===== src/rtl/rxo_pkg.sv =====
// Shared types and helpers for the receive output mode selector.
// Assumes single-bit channel slices; widths are set by the users.
package rxo_pkg;

    // Source of a channel's receive outputs.
    typedef enum logic {
        SRC_REC = 1'b0,
        SRC_RAW = 1'b1
    } src_e;

    // Apply output polarity: active_high=1 passes, 0 inverts.
    function automatic logic pol_apply(input logic v, input logic active_high);
        return active_high ? v : ~v;
    endfunction

endpackage


===== src/rtl/rxo_edge_det.sv =====
// Edge finder for sampled clock levels.
// Keeps last cycle's level of each bit and flags a rising (rise_sel=1)
// or falling (rise_sel=0) transition. History always loads the present
// level, so after reset no stale edge appears. Assumes inputs are
// synchronous to clk.
module rxo_edge_det #(
    parameter int W = 1
) (
    input  logic         clk,
    input  logic [W-1:0] sig,
    input  logic         rise_sel,
    output logic [W-1:0] evt
);

    logic [W-1:0] prev;

    // Record the level seen this cycle.
    always_ff @(posedge clk) begin
        prev <= sig;
    end

    // Compare present and previous levels in the chosen direction.
    always_comb begin
        evt = rise_sel ? (sig & ~prev) : (~sig & prev);
    end

endmodule


===== src/rtl/rxo_chan.sv =====
// One receive channel output slice.
// Chooses between retimed recovered data and raw slicer pulses, forms the
// receive clock output, and moves the active mode only when the new
// clock source level equals the present clock output (no extra edge).
// Assumes launch is a one-cycle flag for the chosen recovered clock edge.
module rxo_chan
    import rxo_pkg::*;
(
    input  logic clk,
    input  logic rst_n,
    input  logic want_raw,
    input  logic edge_sel,
    input  logic single_rail,
    input  logic raw_pos,
    input  logic raw_neg,
    input  logic rec_clk,
    input  logic rec_pos,
    input  logic rec_neg,
    input  logic rec_dec,
    input  logic rec_cv,
    input  logic launch,
    output logic rx_p,
    output logic rx_n,
    output logic rx_clk_o,
    output logic raw_active
);

    src_e act_q;
    src_e act_nx;
    src_e want_src;
    logic raw_clk;
    logic cand_clk;
    logic clk_nx;
    logic rec_p_sel;
    logic rec_n_sel;

    // Wanted source and the clock level it would produce.
    always_comb begin
        want_src = want_raw ? SRC_RAW : SRC_REC;
        raw_clk  = raw_pos ^ raw_neg;
        cand_clk = (want_src == SRC_RAW) ? raw_clk : rec_clk;
    end

    // Switch only when the new source level matches the clock output.
    always_comb begin
        act_nx = act_q;
        if ((want_src != act_q) && (cand_clk == rx_clk_o)) begin
            act_nx = want_src;
        end
        clk_nx = (act_nx == SRC_RAW) ? raw_clk : rec_clk;
    end

    // Retimed data pick for dual or single rail.
    always_comb begin
        rec_p_sel = single_rail ? rec_dec : rec_pos;
        rec_n_sel = single_rail ? rec_cv  : rec_neg;
    end

    // Mode and clock output registers.
    always_ff @(posedge clk) begin
        if (!rst_n) begin
            act_q    <= SRC_REC;
            rx_clk_o <= 1'b0;
        end else begin
            act_q    <= act_nx;
            rx_clk_o <= clk_nx;
        end
    end

    // Data output registers: raw with polarity, or retimed on launch.
    always_ff @(posedge clk) begin
        if (!rst_n) begin
            rx_p <= 1'b0;
            rx_n <= 1'b0;
        end else if (act_nx == SRC_RAW) begin
            rx_p <= pol_apply(raw_pos, edge_sel);
            rx_n <= pol_apply(raw_neg, edge_sel);
        end else if (launch) begin
            rx_p <= rec_p_sel;
            rx_n <= rec_n_sel;
        end
    end

    // Expose the active mode.
    always_comb begin
        raw_active = (act_q == SRC_RAW);
    end

endmodule


===== src/rtl/rxo_ctl_port.sv =====
// Serial control output launch, serial input capture and transmit capture.
// Serial output launches on the sclk edge picked by edge_sel; serial input
// is sampled on rising sclk; transmit data is sampled on falling tclk.
// Assumes all clocks arrive as levels synchronous to clk.
module rxo_ctl_port #(
    parameter int N = 4
) (
    input  logic         clk,
    input  logic         rst_n,
    input  logic         edge_sel,
    input  logic         sclk,
    input  logic         ser_out_d,
    input  logic         ser_in,
    input  logic [N-1:0] tclk,
    input  logic [N-1:0] tx_pos,
    input  logic [N-1:0] tx_neg,
    output logic         ser_out,
    output logic         ser_in_q,
    output logic [N-1:0] tx_pos_q,
    output logic [N-1:0] tx_neg_q
);

    logic s_launch;
    logic s_rise;
    logic [N-1:0] t_fall;

    rxo_edge_det #(.W(1)) u_s_launch (
        .clk(clk), .sig(sclk), .rise_sel(~edge_sel), .evt(s_launch)
    );

    rxo_edge_det #(.W(1)) u_s_rise (
        .clk(clk), .sig(sclk), .rise_sel(1'b1), .evt(s_rise)
    );

    rxo_edge_det #(.W(N)) u_t_fall (
        .clk(clk), .sig(tclk), .rise_sel(1'b0), .evt(t_fall)
    );

    // Serial output launch and serial input capture.
    always_ff @(posedge clk) begin
        if (!rst_n) begin
            ser_out  <= 1'b0;
            ser_in_q <= 1'b0;
        end else begin
            if (s_launch) ser_out  <= ser_out_d;
            if (s_rise)   ser_in_q <= ser_in;
        end
    end

    // Per-channel transmit capture on falling tclk.
    for (genvar g = 0; g < N; g++) begin : g_tx
        always_ff @(posedge clk) begin
            if (!rst_n) begin
                tx_pos_q[g] <= 1'b0;
                tx_neg_q[g] <= 1'b0;
            end else if (t_fall[g]) begin
                tx_pos_q[g] <= tx_pos[g];
                tx_neg_q[g] <= tx_neg[g];
            end
        end
    end

endmodule


===== src/rtl/rxo_mode_sel.sv =====
// Top of the receive output mode and edge selector.
// Holds the per-channel bypass register, merges the global force input,
// finds recovered clock launch edges and instantiates one slice per
// channel plus the serial/transmit port. Assumes all inputs are
// synchronous to clk; reset is synchronous, active low.
module rxo_mode_sel #(
    parameter int N = 4
) (
    input  logic         clk,
    input  logic         rst_n,
    input  logic         mode_we,
    input  logic [N-1:0] mode_wdata,
    input  logic         force_raw,
    input  logic         edge_sel,
    input  logic         single_rail,
    input  logic [N-1:0] raw_pos,
    input  logic [N-1:0] raw_neg,
    input  logic [N-1:0] rec_clk,
    input  logic [N-1:0] rec_pos,
    input  logic [N-1:0] rec_neg,
    input  logic [N-1:0] rec_dec,
    input  logic [N-1:0] rec_cv,
    input  logic         sclk,
    input  logic         ser_out_d,
    input  logic         ser_in,
    input  logic [N-1:0] tclk,
    input  logic [N-1:0] tx_pos,
    input  logic [N-1:0] tx_neg,
    output logic [N-1:0] rx_p,
    output logic [N-1:0] rx_n,
    output logic [N-1:0] rx_clk_o,
    output logic [N-1:0] mode_active,
    output logic         ser_out,
    output logic         ser_in_q,
    output logic [N-1:0] tx_pos_q,
    output logic [N-1:0] tx_neg_q
);

    logic [N-1:0] mode_q;
    logic [N-1:0] want_raw;
    logic [N-1:0] launch;

    // Per-channel bypass register.
    always_ff @(posedge clk) begin
        if (!rst_n) begin
            mode_q <= '0;
        end else if (mode_we) begin
            mode_q <= mode_wdata;
        end
    end

    // Global force overrides the register.
    always_comb begin
        want_raw = mode_q | {N{force_raw}};
    end

    rxo_edge_det #(.W(N)) u_rec_edge (
        .clk(clk), .sig(rec_clk), .rise_sel(edge_sel), .evt(launch)
    );

    for (genvar g = 0; g < N; g++) begin : g_ch
        rxo_chan u_chan (
            .clk        (clk),
            .rst_n      (rst_n),
            .want_raw   (want_raw[g]),
            .edge_sel   (edge_sel),
            .single_rail(single_rail),
            .raw_pos    (raw_pos[g]),
            .raw_neg    (raw_neg[g]),
            .rec_clk    (rec_clk[g]),
            .rec_pos    (rec_pos[g]),
            .rec_neg    (rec_neg[g]),
            .rec_dec    (rec_dec[g]),
            .rec_cv     (rec_cv[g]),
            .launch     (launch[g]),
            .rx_p       (rx_p[g]),
            .rx_n       (rx_n[g]),
            .rx_clk_o   (rx_clk_o[g]),
            .raw_active (mode_active[g])
        );
    end

    rxo_ctl_port #(.N(N)) u_ctl (
        .clk      (clk),
        .rst_n    (rst_n),
        .edge_sel (edge_sel),
        .sclk     (sclk),
        .ser_out_d(ser_out_d),
        .ser_in   (ser_in),
        .tclk     (tclk),
        .tx_pos   (tx_pos),
        .tx_neg   (tx_neg),
        .ser_out  (ser_out),
        .ser_in_q (ser_in_q),
        .tx_pos_q (tx_pos_q),
        .tx_neg_q (tx_neg_q)
    );

endmodule


===== config.mk =====
export PLATFORM = sky130hd
export DESIGN_NAME = rxo_mode_sel
export DESIGN_NICKNAME = d
export VERILOG_FILES = /design/src/rtl/rxo_pkg.sv /design/src/rtl/rxo_edge_det.sv /design/src/rtl/rxo_chan.sv /design/src/rtl/rxo_ctl_port.sv /design/src/rtl/rxo_mode_sel.sv
export SDC_FILE = /design/constraint.sdc
export NUM_CORES = 1
export LEC_CHECK = 0
export ABC_AREA = 1
export BUFFER_PORTS_ARGS = -buffer_cell sky130_fd_sc_hd__buf_2
export CORE_ASPECT_RATIO = 0.8
export CORE_MARGIN = 2
export CORE_UTILIZATION = 45
export DETAILED_ROUTE_END_ITERATION = 7
export PLACE_DENSITY = 0.79
export SLEW_MARGIN = 20
export SYNTH_ARGS = -nofsm -noshare
export SYNTH_HDL_FRONTEND = slang
export SYNTH_SLANG_ARGS = --single-unit
export TNS_END_PERCENT = 50

===== constraint.sdc =====
create_clock -name clk -period 1.6 [get_ports clk]
set_input_delay 0.32 -clock clk [delete_from_list [all_inputs] [get_ports clk]]
set_output_delay 0.32 -clock clk [all_outputs]
set_load 0.03 [all_outputs]

==> qor.yml <==
nNetsFinal: 453
ys_warn_count: 0
pwr_density_cell_mw_per_mm2: 991.7
min_path_cells: 1
synth_top_area_frac: 0.3632
min_period_ps: 1305
cts_tree: "done"
finalClockSkew_ps: 4.455
yosys.cell_types.count: 19
worstPathMaxFanout: 5
first_pass_iters: 4
drt_iter0_markers: 61
std_cell_rows: 22
grt_max_degree: 14
pin_count: 79
synthesis.nets: 384
viasPerCell: 4.603
htreeDepth: 2
io_buffer_count: 78
drtAntennaViolNets: 0
crit_arrival_ps: 1530
filler_cell_count: 474
slowest_delay_ps: 320
synth_top_cell_by_area: "dfxtp_1"
final_cell_area_mm2: 0.002579
slowest_stage: "dfxtp_1"
clock_sinks: 39
hold_viol: 0
clock_path_buffers: 2
r2r_cells: 11
postCtsSetupRepairBufs: 0
crit_top_cell: "nand2_1"
max_freq_mhz: 766.4
rrSetupSlack_ps: 300
yosysSeqAreaShare: 0.3632
die_area_mm2: 0.005349
ys_ff_latch: 39
finalCritPeriodShare: 0.8155
insertion_delay_ps: 290
ir_worst_vdd_uv: 528.2
ctsHoldBuffers: 0
cts_buffers: 5
rsz0062_at_grt: "no"
gp_congestion: 0.8401
initial_utilization: 0.4676
grt_usage: 0.2049
critPathLaunchType: "flip-flop"
drt_wl_total_um: 4985
core_area_mm2: 0.004597
post_synth_instance_area_mm2: 0.002150
drv_slew: 0
slew_headroom: 0.7706
avgSynthCellArea_um2: 6.494
grt_pass1_vias: 1983
grt_overflow: 0
drcViolationCount: 0
cp_data_required_time_ps: 1830
crit_chain: "nor2_2 > inv_2 > nand3_1 > nand2_1 > nand2_1 > nand2_1 > nand2_2 > nand2_2 > nand2_1 > nand3_1 > nor2_1"
clock_tree.root_cell: "clkbuf_8"
busiest_layer: "met2"
max_cap_viol_count: 0
die_w_um: 81.27
antenna_found_initial: 0
place_area_mm2: 0.002506
grt_util_met2: 0.3320
p_leak_nw: 1.463
drive_gt1_frac: 0.2707
routedWlPerCell_um: 10.86
synthCells: 331
use_met3: 0.07514
min_path_type: "in2reg"
syn2layout_area_growth_pct: 19.96
setup_violations: 0
dp_hpwl_um: 4028
cts_resized: 0
end_kind: "flip-flop"
worstMarginPinSlew_ps: 340.5
status: "finished clean"
gr-usage-met1: 0.2483
clk_transition_reported_paths_ps: 70
critPathKind: "reg2reg"
n_antenna_cell: 0
yosys-top-cells-area: "dfxtp_1, nand2_1, nor2_1, inv_1, nand3_1"
vias: 2113
die_h_um: 65.82
timing.setup.tns_ps: 0
grt_pass1_wl_um: 8300
[worst max-delay path, delay by kind of cell (launching register included)]
kind                   cells  cell delay (ps)
AND/OR/NAND/NOR           10              850
flip-flops                 1              320
buffers and inverters      1               60
[registers in the layout (all words and copies together), names as in the netlist]
register                cells
g_ch.u_chan.raw_active      4
g_ch.u_chan.rx_clk_o        4
g_ch.u_chan.rx_n            4
g_ch.u_chan.rx_p            4
mode_q                      4
u_ctl.ser_in_q              1
u_ctl.ser_out               1
u_ctl.tx_neg_q              4
u_ctl.tx_pos_q              4
u_ctl.u_s_rise.prev         1
u_ctl.u_t_fall.prev         4
u_rec_edge.prev             4
[worst paths after layout]
kind                                         start                          endpoint
hold reg to reg   g_ch[1].u_chan.rx_p$_SDFFE_PN0P_  g_ch[1].u_chan.rx_p$_SDFFE_PN0P_
hold / removal                             tclk[1]    u_ctl.u_t_fall.prev[1]$_DFF_P_
setup / recovery            mode_q[1]$_SDFFE_PN0P_  g_ch[1].u_chan.rx_p$_SDFFE_PN0P_
setup reg to reg            mode_q[1]$_SDFFE_PN0P_  g_ch[1].u_chan.rx_p$_SDFFE_PN0P_
[synthesized netlist by cell type (all sizes together)]
library cell / n
nor3: 1
a21oi: 5
mux2i: 2
inv: 45
nand3: 35
buf: 19
xor2: 4
nor2: 65
o21ai: 23
dfxtp: 39
xnor2: 4
o21bai: 1
clkbuf: 1
nand2: 87
[area by class of cell]
class	count	area [um^2]	area share
clock buffer	6	72.57	0.02814
inverter	45	168.9	0.06550
multi-input combinational	227	1061	0.4115
sequential	39	780.7	0.3028
tap	60	75.07	0.02911
timing repair buffer	82	420.4	0.1630
[layout by cell type, fill, tap and decap left out, drive strengths merged]
cell     n
nand2   87
buf     82
nor2    65
inv     45
dfxtp   39
nand3   35
o21ai   23
clkbuf   6
a21oi    5
xnor2    4
xor2     4
mux2i    2
o21bai   1
nor3     1
[cell families (layout without fill, tap and decap cells)]
group,Yosys count,after routing,share of synthesized area
AND/OR/NAND/NOR,188,188,0.3830
XOR/XNOR,8,8,0.03259
multiplexers,2,2,0.009314
AO/OA/AOI/OAI,29,29,0.06868
flip-flops,39,39,0.3632
buffers and inverters,65,133,0.1432
[through the flow]
step | util | hold slack (ps) | instances | setup WS (ps) | total power [mW]
floorplan | - | 347.7 | 331 | 471.3 | 1.802
finish | 0.5610 | 142.0 | 459 | 295.2 | 2.557
CTS | 0.5610 | 130.2 | 459 | 286.6 | 2.583
global route | 0.5610 | 127.3 | 459 | 137.0 | 2.735
detailed placement | 0.5452 | 440.2 | 453 | 159.7 | 1.964
global placement | 0.5452 | 435.7 | 453 | 199.3 | 1.943
[layer usage]
layer | vias to the layer above | part of all wire
li1 | 1136 | -
met1 | 898 | 0.46
met2 | 75 | 0.44
met3 | 4 | 0.086
met4 | 0 | 0.010
met5 | - | 0
[power breakdown]
| part | total, mW | switching, mW | internal [mW] |
|---|---|---|---|
| Sequential | 1.13 | 0.0578 | 1.07 |
| Clock | 0.612 | 0.322 | 0.291 |
| Combinational | 0.814 | 0.538 | 0.276 |
(Power assumes the default switching activity.)
